**config.mk**
```make
export PLATFORM = sky130hd
export DESIGN_NAME = vbuf_panic_ctrl
export DESIGN_NICKNAME = d
export VERILOG_FILES = /design/src/rtl/vbp_pkg.sv /design/src/rtl/vbp_thr_regs.sv /design/src/rtl/vbp_compare.sv /design/src/rtl/vbp_sampler.sv /design/src/rtl/vbuf_panic_ctrl.sv
export SDC_FILE = /design/constraint.sdc
export NUM_CORES = 1
export LEC_CHECK = 0
export ABC_AREA = 1
export BUFFER_PORTS_ARGS = -buffer_cell sky130_fd_sc_hd__clkbuf_2
export CELL_PAD_IN_SITES_DETAIL_PLACEMENT = 0
export CELL_PAD_IN_SITES_GLOBAL_PLACEMENT = 2
export CORE_AREA = 10 10 90 92
export DETAILED_ROUTE_END_ITERATION = 10
export DIE_AREA = 0 0 100 102
export GPL_TIMING_DRIVEN = 0
export HOLD_SLACK_MARGIN = 0.1
export MAX_ROUTING_LAYER = met4
export PLACE_DENSITY = 0.82
export SLEW_MARGIN = 20
export SYNTH_ARGS = -nofsm -noshare
export SYNTH_HDL_FRONTEND = slang
export SYNTH_SLANG_ARGS = --single-unit
```
**constraint.sdc**
```tcl
create_clock -name clk -period 2.02 [get_ports clk]
set_input_delay 0.101 -clock clk [delete_from_list [all_inputs] [get_ports clk]]
set_output_delay 0.101 -clock clk [all_outputs]
set_load 0.01 [all_outputs]
```
**src/rtl/vbp_pkg.sv**
```systemverilog
package vbp_pkg;
  typedef enum logic [1:0] {
    CMP_OFF_A = 2'b00,
    CMP_ITEMS = 2'b01,
    CMP_PICS  = 2'b10,
    CMP_OFF_B = 2'b11
  } cmp_mode_e;

  localparam int unsigned BYTE_W = 8;
endpackage

```
**src/rtl/vbp_thr_regs.sv**
```systemverilog
module vbp_thr_regs
  import vbp_pkg::*;
#(
  parameter int unsigned NBYTES = 3,
  parameter int unsigned ADDR_W = 2,
  localparam int unsigned THR_W = NBYTES * BYTE_W
) (
  input  logic              clk,
  input  logic              rst_n,
  input  logic              we,
  input  logic [ADDR_W-1:0] addr,
  input  logic [BYTE_W-1:0] wdata,
  output logic [THR_W-1:0]  thr
);
  for (genvar b = 0; b < NBYTES; b++) begin : g_byte
    logic [BYTE_W-1:0] byte_q, byte_d;
    logic              byte_en;

    always_comb begin
      byte_en = we && (addr == ADDR_W'(b));
      byte_d  = byte_en ? wdata : byte_q;
    end

    always_ff @(posedge clk or negedge rst_n) begin
      if (!rst_n) byte_q <= '0;
      else        byte_q <= byte_d;
    end

    assign thr[b*BYTE_W +: BYTE_W] = byte_q;
  end

  AST_THR_HOLD: assert property (@(posedge clk) disable iff (!rst_n)
    !we |=> $stable(thr));
endmodule

```
**src/rtl/vbp_compare.sv**
```systemverilog
module vbp_compare
  import vbp_pkg::*;
#(
  parameter int unsigned THR_W  = 24,
  parameter int unsigned ITEM_W = 20,
  parameter int unsigned PIC_W  = 8
) (
  input  logic [1:0]        mode_sel,
  input  logic [THR_W-1:0]  thr,
  input  logic [ITEM_W-1:0] item_count,
  input  logic [PIC_W-1:0]  pic_count,
  output logic              raw_panic
);
  logic [THR_W-1:0] item_ext, pic_ext;

  always_comb begin
    item_ext = THR_W'(item_count);
    pic_ext  = THR_W'(pic_count);
    unique case (cmp_mode_e'(mode_sel))
      CMP_ITEMS: raw_panic = (item_ext < thr);
      CMP_PICS:  raw_panic = (pic_ext < thr);
      default:   raw_panic = 1'b0;
    endcase
  end
endmodule

```
**src/rtl/vbp_sampler.sv**
```systemverilog
module vbp_sampler (
  input  logic clk,
  input  logic rst_n,
  input  logic recon_strobe,
  input  logic raw_panic,
  input  logic skip_req,
  output logic panic_q,
  output logic skip_go_q
);
  logic panic_d, pend_q, pend_d, go_d, clear_slot;

  always_comb begin
    clear_slot = recon_strobe && !raw_panic;
    panic_d    = recon_strobe ? raw_panic : panic_q;
    go_d       = clear_slot && (pend_q || skip_req);
    pend_d     = (pend_q || skip_req) && !clear_slot;
  end

  always_ff @(posedge clk or negedge rst_n) begin
    if (!rst_n) begin
      panic_q   <= 1'b0;
      pend_q    <= 1'b0;
      skip_go_q <= 1'b0;
    end else begin
      panic_q   <= panic_d;
      pend_q    <= pend_d;
      skip_go_q <= go_d;
    end
  end

  AST_PANIC_AT_STROBE: assert property (@(posedge clk) disable iff (!rst_n)
    !recon_strobe |=> $stable(panic_q));
  AST_SKIP_NOT_IN_PANIC: assert property (@(posedge clk) disable iff (!rst_n)
    skip_go_q |-> !panic_q);
  AST_SKIP_ONE_CYCLE: assert property (@(posedge clk) disable iff (!rst_n)
    skip_go_q |=> !skip_go_q);
endmodule

```
**src/rtl/vbuf_panic_ctrl.sv**
```systemverilog
module vbuf_panic_ctrl
  import vbp_pkg::*;
#(
  parameter int unsigned THR_BYTES = 3,
  parameter int unsigned ITEM_W    = 20,
  parameter int unsigned PIC_W     = 8,
  localparam int unsigned THR_W    = THR_BYTES * BYTE_W,
  localparam int unsigned ADDR_W   = $clog2(THR_BYTES + 1)
) (
  input  logic              clk,
  input  logic              rst_n,
  input  logic [1:0]        mode_sel,
  input  logic              thr_we,
  input  logic [ADDR_W-1:0] thr_addr,
  input  logic [7:0]        thr_wdata,
  input  logic [ITEM_W-1:0] item_count,
  input  logic [PIC_W-1:0]  pic_count,
  input  logic              recon_strobe,
  input  logic              skip_req,
  input  logic              fetch_want,
  output logic              panic_o,
  output logic              chan_req_en,
  output logic              freeze_o,
  output logic              skip_go
);
  logic [THR_W-1:0] thr;
  logic             raw_panic;
  logic             panic_q;

  vbp_thr_regs #(.NBYTES(THR_BYTES), .ADDR_W(ADDR_W)) u_regs (
    .clk(clk), .rst_n(rst_n), .we(thr_we), .addr(thr_addr),
    .wdata(thr_wdata), .thr(thr)
  );

  vbp_compare #(.THR_W(THR_W), .ITEM_W(ITEM_W), .PIC_W(PIC_W)) u_cmp (
    .mode_sel(mode_sel), .thr(thr), .item_count(item_count),
    .pic_count(pic_count), .raw_panic(raw_panic)
  );

  vbp_sampler u_smp (
    .clk(clk), .rst_n(rst_n), .recon_strobe(recon_strobe),
    .raw_panic(raw_panic), .skip_req(skip_req),
    .panic_q(panic_q), .skip_go_q(skip_go)
  );

  always_comb begin
    panic_o     = panic_q;
    freeze_o    = panic_q;
    chan_req_en = fetch_want && !panic_q;
  end

  AST_NO_REQ_IN_FREEZE: assert property (@(posedge clk) disable iff (!rst_n)
    chan_req_en |-> !freeze_o);
  AST_MODE_OFF_NO_PANIC: assert property (@(posedge clk) disable iff (!rst_n)
    (recon_strobe && (mode_sel == 2'b00 || mode_sel == 2'b11)) |=> !panic_o);
  AST_REFILL_RELEASE: assert property (@(posedge clk) disable iff (!rst_n)
    (recon_strobe && mode_sel == 2'b01 && {4'b0, item_count} >= thr) |=> !freeze_o);
endmodule

```
Word level (Yosys, flattened, before mapping)
Cells that the tools add are included.

storage, ports and cells
  word-level logic and storage cells = 25
  register bits after elaboration = 27
  output and inout bits = 4
  bits of input ports = 46

operators by class
  reduce and logical (&&, ||, !) cells = 12
  equality and inequality tests = 4
  multiplexer cells = 1
  $lt $le $gt $ge = 2

operators with widths
  operator                                                          count
  20-bit by 24-bit < comparator with 1-bit output                   1
  8-bit by 24-bit < comparator with 1-bit output                    1
  1-bit logical AND                                                 7
  2-bit by 1-bit == test with 1-bit output (second input constant)  2
  2-bit == test (second input constant)                             2
  1-bit zero test                                                   3
  2-bit zero test                                                   1
  1-bit one-hot mux with 2 select lines                             1
  1-bit logical OR                                                  1

Logic depth before layout (Yosys ltp)
Gate-level depths: netlist of run 1.

  word-level depth = 6
  mapped depth = 14
  gate-level depth less buffers = 14

Modules after synthesis
Synthesis of run 1 repeated with hierarchy kept, for this count alone.

unflattened totals
  cells, all modules = 257
  area, all modules = 1,974.4 sq um

modules (own cells, without submodules)
  module           times used  area each (sq um)  cells an instance  seq. area each (sq um)
  vbp_thr_regs     1           1,051.0            107                600.6
  vbp_compare      1           794.5              135                0.0
  vbp_sampler      1           111.4              12                 75.1
  vbuf_panic_ctrl  1           17.5               3                  0.0

Least setup slack after synthesis of run 1
Ideal clock, no wire load.

  kind = flip-flop to flip-flop
  start point = register u_regs.g_byte[1].byte_q[7]
  end point = register u_smp.skip_go_q
  buffers on the path = 0
  data required time = 1.900 ns
  path slack = 0.603 ns
  library setup time = 0.120 ns
  period minus slack after synthesis = 1.417 ns
  cell stages (with the launch flop) = 12
  arrival = 1.297 ns
  path through = dfrtp_1 inv_1 ha_1 a21o_1 o21ai_1 nand2_1 nor2_1 nand2_1 nand2_1 nand2_2 nand2_2 nor2_2

between the ends
  longest elaborated chain between the ends = 5
  elaborated cells between the ends (all ways) = 6
  those cells by class = order compare (2); mux (1); reduce/logical (3)

ends and longest elaborated chain
  element                                                                                                                   line                                  text
  start, declared                                                                                                           vbp_thr_regs.sv:16                    logic [BYTE_W-1:0] byte_q, byte_d;
  start signal, assigned                                                                                                    vbp_thr_regs.sv:26                    else byte_q <= byte_d;
  8-bit by 24-bit < comparator with 1-bit output / 20-bit by 24-bit < comparator with 1-bit output (equally long branches)  vbp_compare.sv:21, vbp_compare.sv:20
  1-bit one-hot mux with 2 select lines (*)                                                                                 vbp_compare.sv:19                     unique case (cmp_mode_e'(mode_sel))
  1-bit zero test (*)                                                                                                       vbp_sampler.sv:13                     clear_slot = recon_strobe && !raw_panic;
  1-bit logical AND (*)                                                                                                     vbp_sampler.sv:13
  1-bit logical AND (*)                                                                                                     vbp_sampler.sv:15                     go_d = clear_slot && (pend_q || skip_req);
  via u_smp.go_d                                                                                                            vbp_sampler.sv:10                     logic panic_d, pend_q, pend_d, go_d, clear_slot;
  end signal, assigned                                                                                                      vbp_sampler.sv:27                     skip_go_q <= go_d;
  end, declared                                                                                                             vbp_sampler.sv:8                      output logic skip_go_q

The timed path passes the listed nets; every way through them passes the cells marked *.
A chain may end at the register's enable or synchronous reset.

Worst setup path in the final report of run 1
  start point = register u_regs.g_byte[2].byte_q[3]
  end point = register u_smp.pend_q

between the ends
  longest elaborated chain between the ends = 6
  elaborated cells between the ends (all ways) = 7
  those cells by class = order compare (2); mux (1); reduce/logical (4)

ends and longest elaborated chain
  element                                                                                                                   line                                  text
  start, declared                                                                                                           vbp_thr_regs.sv:16
  start signal, assigned                                                                                                    vbp_thr_regs.sv:26
  8-bit by 24-bit < comparator with 1-bit output / 20-bit by 24-bit < comparator with 1-bit output (equally long branches)  vbp_compare.sv:21, vbp_compare.sv:20
  1-bit one-hot mux with 2 select lines (*)                                                                                 vbp_compare.sv:19
  1-bit zero test (*)                                                                                                       vbp_sampler.sv:13
  1-bit logical AND (*)                                                                                                     vbp_sampler.sv:13
  1-bit zero test (*)                                                                                                       vbp_sampler.sv:16                     pend_d = (pend_q || skip_req) && !clear_slot;
  1-bit logical AND (*)                                                                                                     vbp_sampler.sv:16
  via u_smp.pend_d                                                                                                          vbp_sampler.sv:10
  end signal, assigned                                                                                                      vbp_sampler.sv:26                     pend_q <= pend_d;
  end, declared                                                                                                             vbp_sampler.sv:10

Marked as above.

==> metrics.cfg, run 1 <==
[synthesis]
syn_inst = 238
ys_types = 16
synth-seq-cells = 27
synth_area_sq_mm = 0.00179
syn_avg_cell_area_sq_um = 7.53
synth_adder_area_share = 0.196
muxShareOfSynthArea = 0
yosys.area_share.simple = 0.218
yosysWarnings = 0
synth_xor_area_frac = 0
synth_top_family_by_area = simple AND/OR/NAND/NOR gates
synth_compound_area_frac = 0.105
yosysSeqAreaShare = 0.377
syn_nets = 312

[critical_path]
required_ns = 2.18
worstPathCellList = inv_1 -> ha_1 -> nand2_1 -> o21ai_0 -> nand2_1 -> nand2_1 -> nor2_1 -> nand2_1 -> nand2_1 -> nand2_2 -> a21oi_1
crit_buf_inv = 1
crit_type = flip-flop to flip-flop
start_kind = flip-flop
cp.arrival_ns = 1.88
crit_path_end_kind = flip-flop
slowest_stage = dfrtp_1
crit_fanout = 3
slowest_delay_ns = 0.36
crit_family = simple AND/OR/NAND/NOR gates
crit_path_frequent_cell = nand2_1

[timing]
tns_ns = 0
rsz0062_at_grt = false
clock_skew_ns = 0.0102
tightest_slew_ns = 0.676
fin_crit_sh = 0.855
relSlewSlack = 0.549
finalSetupViolations = 0
post-route-min-period_ns = 1.73
max_freq_ghz = 0.579
drv_slew = 0
finalHoldViolations = 0

[floorplanning]
core_area_sq_mm = 0.00628
io_pins = 50
die_area_sq_mm = 0.0102
die_w_um = 100
num_rows = 29
start_util = 0.285
die_y_um = 102

[placed_design]
io_buffer_count = 49
dpl.hpwl_um = 3770
place_congestion = 0.748
dp.cells = 364

[power]
p_leak_nw = 1.27
p_comb_frac = 0.318
p_sw_frac = 0.335
p_total_mw = 1.45
p_clk_frac = 0.215
vdd_drop_max_mv = 0.245
cellPowerDensity_mw_per_mm2 = 654
p_seq_frac = 0.467
p_sw_mw = 0.485
p_int_mw = 0.961

[cells_and_area]
layout_common_cells = nand2_1 (68), clkbuf_2 (49), inv_1 (45), ha_1 (28), dfrtp_1 (27)
area_delta_synth_final_pct = 23.5
nFillCells = 686
multi_input_area_sq_um = 928
n_antenna_cell = 0
layout_commonest_cell = nand2_1
layout.nets = 369
final_cells = 371
seqCellArea_sq_um = 676
drive_gt1_frac = 0.197

[clock_network]
cts-buffers-inserted = 3
cts_tree = built
path_clk_slew_ns = 0.10
htreeDepth = 1
clock-root-buffer = clkbuf_8
cts_setup_buffers = 0
cts_resized = 0
clock_path_buffers = 2
clock_latency_ns = 0.27
clock-sinks = 27

[grt]
antenna_found_initial = 0
gr-total-overflow = 0
grt_pass1_wl_um = 7520
grt_pass1_vias = 1636
track_usage = 0.0906
grt_max_degree = 28

[min_path]
hold_class = input pin to flip-flop

[drt]
wl_per_cell_um = 11.9
wl_um = 4400
drtIter0Drc = 108
first_pass_iters = 4
postRouteAntennaNets = 0
drcViolationCount = 0
vias = 1567
viasPerCell = 4.22

[status]
status = completed

[flow_run]
maxCapViolCount = 0

power groups by stage:
stage               Sequential, mW  Combinational [mW]  Clock [mW]
floorplan                    0.672               0.314           0
finish                       0.675               0.460       0.311
detailed placement           0.685               0.465           0
global placement             0.682               0.458           0
global route                 0.686               0.554       0.346
CTS                          0.675               0.472       0.322
worst paths after layout:
kind / start / endpoint / slack, ns / cells past startpoint
worst min register to register: u_regs.g_byte[1].byte_q[6] / u_regs.g_byte[1].byte_q[6] / 0.49 / 2
worst max-delay path: u_regs.g_byte[2].byte_q[3] / u_smp.pend_q / 0.29 / 11
max in group asynchronous: rst_n / u_regs.g_byte[2].byte_q[0] / 1.18 / 2
worst max register to register: u_regs.g_byte[2].byte_q[3] / u_smp.pend_q / 0.29 / 11
min in group asynchronous: rst_n / u_regs.g_byte[1].byte_q[1] / 0.40 / 2
worst min-delay path: thr_wdata[1] / u_regs.g_byte[0].byte_q[1] / 0.12 / 3
cells by family (layout without fill, tap and decap cells):
kind of cell	after synthesis	count (layout)
compound gates	37	37
fa+ha+maj	28	28
flops	27	27
simple gates	97	97
buf+inv	49	105
worst reg2reg max path: stages, from the launching register on:
cell     delay, ns
dfrtp_1       0.36
inv_1         0.06
ha_1          0.32
nand2_1       0.06
o21ai_0       0.34
nand2_1       0.10
nand2_1       0.08
nor2_1        0.04
nand2_1       0.06
nand2_1       0.06
nand2_2       0.08
a21oi_1       0.07
per-layer routing:
layer | share of wire | vias up | track usage
li1 | - | 860 | -
met1 | 0.51 | 685 | 0.120
met2 | 0.46 | 20 | 0.146
met3 | 0.025 | 2 | 0.0115
met4 | 0.0041 | 0 | 0.0163
met5 | 0 | - | -
sequential cells by signal (all words and copies together), names as in the netlist:
| name | count |
|---|---|
| u_regs.g_byte.byte_q | 24 |
| u_smp.panic_q | 1 |
| u_smp.pend_q | 1 |
| u_smp.skip_go_q | 1 |
metrics by stage:
step	area, sq um	utilization	setup WS (ns)	hold WS (ns)
after detailed placement	2130	0.340	0.357	0.170
after CTS	2210	0.352	0.317	0.128
after global placement	2130	0.340	0.364	0.172
final	2210	0.352	0.294	0.120
after floorplan	1790	-	0.603	-0.195
after global routing	2210	0.352	0.0630	0.136
Yosys cell counts:
library cell | n | area, sq um
a21o_1 | 1 | 7.51
a21oi_1 | 10 | 50.1
buf_4 | 1 | 7.51
clkbuf_1 | 3 | 11.3
dfrtp_1 | 27 | 676
ha_1 | 28 | 350
inv_1 | 45 | 169
nand2_1 | 68 | 255
nand2_2 | 2 | 12.5
nand3_1 | 5 | 25.0
nand4_1 | 2 | 12.5
nor2_1 | 14 | 52.6
nor2_2 | 2 | 12.5
nor3_1 | 4 | 20.0
o21ai_0 | 25 | 125
o21ai_1 | 1 | 5.00
area by class of cell:
type / count / share of cell area
sequential: 27 / 0.305
timing repair buffer: 52 / 0.124
multi-input combinational: 162 / 0.420
tap: 77 / 0.0436
clock buffer: 3 / 0.0187
clock inverter: 1 / 0.00339
buffer: 4 / 0.00848
inverter: 45 / 0.0764
repair_timing:
item                                    in CTS  in global routing
hold buffers                                 3                  0
endpoints found under the setup margin       0                  0
hold endpoints to repair                    30                  0
(Power assumes the default switching activity.)
==> run 2, diff against run 1 <==
--- a/config.mk
+++ b/config.mk
@@ -9,13 +9,14 @@
 export BUFFER_PORTS_ARGS = -buffer_cell sky130_fd_sc_hd__clkbuf_2
 export CELL_PAD_IN_SITES_DETAIL_PLACEMENT = 0
 export CELL_PAD_IN_SITES_GLOBAL_PLACEMENT = 2
-export CORE_AREA = 10 10 90 92
+export CORE_AREA = 10 10 95 97
 export DETAILED_ROUTE_END_ITERATION = 10
-export DIE_AREA = 0 0 100 102
+export DIE_AREA = 0 0 105 107
 export GPL_TIMING_DRIVEN = 0
 export HOLD_SLACK_MARGIN = 0.1
 export MAX_ROUTING_LAYER = met4
-export PLACE_DENSITY = 0.82
+export PLACE_DENSITY = 0.78
+export SKIP_CTS_REPAIR_TIMING = 1
 export SLEW_MARGIN = 20
 export SYNTH_ARGS = -nofsm -noshare
 export SYNTH_HDL_FRONTEND = slang
==> constraint.sdc (replaced) <==
create_clock -name clk -period 1.5 [get_ports clk]
set_input_delay 0.075 -clock clk [delete_from_list [all_inputs] [get_ports clk]]
set_output_delay 0.075 -clock clk [all_outputs]
set_load 0.01 [all_outputs]
==> metrics.cfg, run 2 (synthesis results as in run 1) <==
[drt]
viasPerCell = 3.95  ; was 4.22
wl_per_cell_um = 11.5  ; was 11.9 um
wl_um = 4570  ; was 4400 um
drcViolationCount = 0  ; unchanged
postRouteAntennaNets = 0  ; unchanged
first_pass_iters = 4  ; unchanged
vias = 1564  ; was 1567
drtIter0Drc = 46  ; was 108

[clock_network]
clock-root-buffer = clkbuf_8  ; unchanged
path_clk_slew_ns = 0.10  ; about the same
cts_tree = built  ; unchanged
htreeDepth = 1  ; unchanged
clock_latency_ns = 0.27  ; about the same
clock_path_buffers = 2  ; unchanged
clock-sinks = 27  ; unchanged
cts-buffers-inserted = 3  ; unchanged

[floorplanning]
core_area_sq_mm = 0.00714  ; was 0.00628 sq mm
die_area_sq_mm = 0.0112  ; was 0.0102 sq mm
start_util = 0.251  ; was 0.285
num_rows = 31  ; was 29
die_y_um = 107  ; was 102 um
die_w_um = 105  ; was 100 um
io_pins = 50  ; unchanged

[timing]
tightest_slew_ns = 0.662  ; was 0.676 ns
clock_skew_ns = 0.0126  ; was 0.0102 ns
drv_slew = 0  ; unchanged
whs_ns = 0.111  ; was 0.120 ns
post-route-min-period_ns = 1.70  ; was 1.73 ns
fin_crit_sh = 1.13  ; was 0.855
finalSetupViolations = 3  ; was 0
worst_slack_ns = -0.198  ; was 0.294 ns
finalHoldViolations = 0  ; unchanged
rsz0062_at_grt = true  ; was false
max_freq_ghz = 0.589  ; was 0.579 GHz
relSlewSlack = 0.558  ; was 0.549

[cells_and_area]
drive_gt1_frac = 0.215  ; was 0.197
stdcell_area_sq_mm = 0.00230  ; was 0.00221 sq mm
top_register = u_regs.g_byte.byte_q  ; unchanged
n_antenna_cell = 0  ; unchanged
layout_commonest_cell = nand2_1  ; unchanged
seqCellArea_sq_um = 676  ; unchanged
nFillCells = 820  ; was 686
layout.nets = 372  ; was 369
layout_common_cells = nand2_1 (68), clkbuf_2 (49), inv_1 (44), dfrtp_1 (27), ha_1 (25)  ; was nand2_1 (68), clkbuf_2 (49), inv_1 (45), ha_1 (28), dfrtp_1 (27)
area_delta_synth_final_pct = 28.5  ; was 23.5%
multi_input_area_sq_um = 966  ; was 928 sq um
largest_register_ff_count = 24  ; unchanged

[critical_path]
r2r_start = u_regs.g_byte[2].byte_q[2]  ; was u_regs.g_byte[2].byte_q[3]
start_kind = flip-flop  ; unchanged
required_ns = 1.70  ; was 2.18 ns
crit_fanout = 3  ; unchanged
ff2ff_setup_slack_ns = -0.20  ; was 0.29 ns
crit_path_end_kind = flip-flop  ; unchanged
startpoint = u_regs.g_byte[2].byte_q[2]  ; was u_regs.g_byte[2].byte_q[3]
cp.arrival_ns = 1.90  ; was 1.88 ns
crit_type = flip-flop to flip-flop  ; unchanged

[power]
vdd_drop_max_mv = 0.325  ; was 0.245 mV
p_seq_frac = 0.459  ; was 0.467
p_sw_frac = 0.334  ; was 0.335
p_clk_frac = 0.209  ; was 0.215
cellPowerDensity_mw_per_mm2 = 859  ; was 654 mW/mm^2
p_total_mw = 1.98  ; was 1.45 mW
p_sw_mw = 0.661  ; was 0.485 mW
p_int_mw = 1.32  ; was 0.961 mW
p_leak_nw = 1.28  ; was 1.27 nW
p_comb_frac = 0.332  ; was 0.318

[placed_design]
placed_area_sq_mm = 0.00216  ; was 0.00213 sq mm
dpl_worst_slack_ns = -0.219  ; was 0.357 ns
dpl.hpwl_um = 3900  ; was 3770 um
io_buffer_count = 49  ; unchanged
place_congestion = 0.736  ; was 0.748

[flow_run]
maxCapViolCount = 0  ; unchanged

[status]
violations = negative setup slack
status = finished with violations  ; was completed

[grt]
track_usage = 0.0845  ; was 0.0906
antenna_found_initial = 0  ; unchanged
gr-total-overflow = 0  ; unchanged
grt_max_degree = 28  ; unchanged
grt_pass1_vias = 1625  ; was 1636
grt_pass1_wl_um = 7600  ; was 7520 um

[min_path]
hold_start = thr_wdata[0]  ; was thr_wdata[1]
hold_class = input pin to flip-flop  ; unchanged

run 2: critical path, cell delays in order (launching register included):
cell	delay, ns
dfrtp_1	0.37
inv_1	0.09
ha_4	0.27
nand4_1	0.17
nor2_2	0.20
nand2_1	0.07
nor2_1	0.08
nand2_1	0.05
nand2_1	0.06
nand2_1	0.06
nand2_2	0.09
nand2_2	0.06
nor2_2	0.07
run 2: per-layer routing:
layer	global-route usage	wire length (um)	vias to the layer above
li1	-	-	861
met1	0.108	2390	678
met2	0.137	2060	23
met3	0.00838	84	2
met4	0.0294	36	0
met5	-	0	-
run 2: power by group through the flow:
stage                     Combinational [mW]  Clock [mW]  Sequential [mW]
after global placement                 0.619           0            0.918
after global routing                   0.787       0.456            0.926
final                                  0.657       0.413            0.909
after detailed placement               0.627           0            0.924
after CTS                              0.632       0.431            0.910
after floorplan                        0.423           0            0.906
run 2: final cells by class:
cell class / count / area share
multi-input cells: 162 / 0.420
flip-flops and latches: 27 / 0.293
clock inverters: 1 / 0.00326
inverters: 45 / 0.0734
plain buffers: 4 / 0.00815
clock buffers: 3 / 0.0179
repair buffers: 55 / 0.130
well taps: 99 / 0.0538
run 2: worst paths after layout:
kind                                              endpoint  depth (start not counted)
worst min-delay path            u_regs.g_byte[0].byte_q[0]                          3
min in group asynchronous       u_regs.g_byte[1].byte_q[1]                          2
worst min register to register  u_regs.g_byte[1].byte_q[6]                          2
worst max-delay path                       u_smp.skip_go_q                         12
worst max register to register             u_smp.skip_go_q                         12
max in group asynchronous       u_regs.g_byte[1].byte_q[5]                          2
run 2: stage by stage:
| stage | util | setup TNS, ns | std cells |
|---|---|---|---|
| detailed placement | 0.303 | -0.652 | 386 |
| finish | 0.323 | -0.578 | 396 |
| global placement | 0.303 | -0.635 | 386 |
| CTS | 0.310 | -0.743 | 390 |
| global route | 0.323 | -1.14 | 396 |
| floorplan | - | 0 | 238 |
==> run 3, diff against run 2 <==
--- a/config.mk
+++ b/config.mk
@@ -16,6 +16,7 @@
 export HOLD_SLACK_MARGIN = 0.1
 export MAX_ROUTING_LAYER = met4
 export PLACE_DENSITY = 0.78
+export RECOVER_POWER = 25
 export SKIP_CTS_REPAIR_TIMING = 1
 export SLEW_MARGIN = 20
 export SYNTH_ARGS = -nofsm -noshare
==> metrics.cfg, run 3 (synthesis results as in run 1) <==
[timing]
post-route-min-period_ns = 1.70  ; about the same
fin_crit_sh = 1.13  ; about the same
tns_ns = -0.576  ; was -0.578 ns
rsz0062_at_grt = true  ; unchanged
worst_slack_ns = -0.198  ; about the same
max_freq_ghz = 0.589  ; about the same
clock_skew_ns = 0.0118  ; was 0.0126 ns
relSlewSlack = 0.559  ; was 0.558
tightest_slew_ns = 0.662  ; about the same
finalSetupViolations = 3  ; unchanged
finalHoldViolations = 0  ; unchanged
drv_slew = 0  ; unchanged

[status]
status = finished with violations  ; unchanged
violations = negative setup slack  ; unchanged

[floorplanning]
core_area_sq_mm = 0.00714  ; unchanged
io_pins = 50  ; unchanged
die_area_sq_mm = 0.0112  ; unchanged
num_rows = 31  ; unchanged
die_y_um = 107  ; unchanged
die_w_um = 105  ; unchanged
start_util = 0.251  ; unchanged

[critical_path]
crit_path_frequent_cell = nand2_1  ; unchanged
start_kind = flip-flop  ; unchanged
slowest_stage = dfrtp_1  ; unchanged
crit_type = flip-flop to flip-flop  ; unchanged
crit_fanout = 3  ; unchanged
worstPathCellList = inv_1 -> ha_4 -> nand4_1 -> nor2_2 -> nand2_1 -> nor2_1 -> nand2_1 -> nand2_1 -> nand2_1 -> nand2_2 -> nand2_2 -> nor2_2  ; unchanged
crit_path_end_kind = flip-flop  ; unchanged
slowest_delay_ns = 0.37  ; about the same
cp.arrival_ns = 1.90  ; about the same
required_ns = 1.70  ; about the same

[power]
p_comb_frac = 0.332  ; about the same
p_sw_frac = 0.334  ; about the same
p_int_mw = 1.32  ; about the same
p_clk_frac = 0.208  ; was 0.209
p_seq_frac = 0.460  ; was 0.459
vdd_drop_max_mv = 0.324  ; was 0.325 mV
p_leak_nw = 1.28  ; about the same
p_sw_mw = 0.659  ; was 0.661 mW
cellPowerDensity_mw_per_mm2 = 859  ; about the same

[clock_network]
htreeDepth = 1  ; unchanged
clock_path_buffers = 2  ; unchanged
path_clk_slew_ns = 0.10  ; about the same
cts-buffers-inserted = 3  ; unchanged
clock_latency_ns = 0.27  ; about the same
clock-sinks = 27  ; unchanged
clock-root-buffer = clkbuf_8  ; unchanged
cts_tree = built  ; unchanged

[placed_design]
dpl_worst_slack_ns = -0.219  ; unchanged
io_buffer_count = 49  ; unchanged
dpl.hpwl_um = 3900  ; unchanged
place_congestion = 0.736  ; unchanged

[drt]
drcViolationCount = 0  ; unchanged
viasPerCell = 3.97  ; was 3.95
first_pass_iters = 4  ; unchanged
wl_um = 4570  ; about the same
postRouteAntennaNets = 0  ; unchanged
drtIter0Drc = 44  ; was 46
wl_per_cell_um = 11.5  ; about the same
vias = 1571  ; was 1564

[min_path]
hold_class = input pin to flip-flop  ; unchanged

[cells_and_area]
largest_register_ff_count = 24  ; unchanged
layout_common_cells = nand2_1 (68), clkbuf_2 (47), inv_1 (44), dfrtp_1 (27), ha_1 (25)  ; was nand2_1 (68), clkbuf_2 (49), inv_1 (44), dfrtp_1 (27), ha_1 (25)
layout_commonest_cell = nand2_1  ; unchanged
drive_gt1_frac = 0.209  ; was 0.215
layout.nets = 372  ; unchanged
top_register = u_regs.g_byte.byte_q  ; unchanged
area_delta_synth_final_pct = 28.4  ; was 28.5%
n_antenna_cell = 0  ; unchanged

[grt]
gr-total-overflow = 0  ; unchanged
grt_max_degree = 28  ; unchanged
grt_pass1_vias = 1625  ; unchanged
track_usage = 0.0845  ; unchanged
grt_pass1_wl_um = 7600  ; unchanged
antenna_found_initial = 0  ; unchanged

[flow_run]
maxCapViolCount = 0  ; unchanged

run 3: per-layer routing:
layer / wire, um / vias up / GRT usage / part of all wire
li1: - / 861 / - / -
met2: 2070 / 25 / 0.137 / 0.45
met4: 36 / 0 / 0.0294 / 0.0079
met3: 86 / 2 / 0.00838 / 0.019
met5: 0 / - / - / 0
met1: 2380 / 683 / 0.108 / 0.52
run 3: critical path: cells and delay by family, from the launching register on:
family / cells / cell delay (ns)
DFF: 1 / 0.37
and+or+nand+nor: 10 / 0.91
adders and majority gates: 1 / 0.27
buffers and inverters: 1 / 0.09
run 3: path summary, 6_finish.rpt:
kind	cells past startpoint	from	end	slack [ns]
worst max-delay path	12	u_regs.g_byte[2].byte_q[2]	u_smp.skip_go_q	-0.20
worst min-delay path	3	thr_wdata[0]	u_regs.g_byte[0].byte_q[0]	0.11
worst max register to register	12	u_regs.g_byte[2].byte_q[2]	u_smp.skip_go_q	-0.20
worst min register to register	2	u_regs.g_byte[1].byte_q[6]	u_regs.g_byte[1].byte_q[6]	0.49
max in group asynchronous	2	rst_n	u_regs.g_byte[1].byte_q[5]	0.70
min in group asynchronous	2	rst_n	u_regs.g_byte[1].byte_q[1]	0.37
run 3: layout make-up:
cell class                      instances  area, sq um
Clock inverter                          1         7.51
Clock buffer                            3         41.3
Sequential cell                        27          676
Fill cell                             821         4840
Inverter                               45          169
Timing Repair Buffer                   55          298
Multi-Input combinational cell        162          966
Tap cell                               99          124
Buffer                                  4         18.8
run 3: power groups by stage:
| stage | logic (mW) | registers (mW) | clock network [mW] |
|---|---|---|---|
| floorplan | 0.423 | 0.906 | 0 |
| global placement | 0.619 | 0.918 | 0 |
| detailed placement | 0.627 | 0.924 | 0 |
| CTS | 0.632 | 0.910 | 0.431 |
| global route | 0.786 | 0.926 | 0.456 |
| finish | 0.656 | 0.909 | 0.412 |
run 3: per-stage QoR:
stage / hold slack [ns] / total power [mW] / util / instances / area, sq um
5_1_grt: 0.121 / 2.17 / 0.322 / 396 / 2300
3_5_place_dp: 0.142 / 1.55 / 0.303 / 386 / 2160
4_1_cts: -0.159 / 1.97 / 0.310 / 390 / 2210
3_3_place_gp: 0.143 / 1.54 / 0.303 / 386 / 2160
6_report: 0.109 / 1.98 / 0.322 / 396 / 2300
2_1_floorplan: -0.221 / 1.33 / - / 238 / 1790
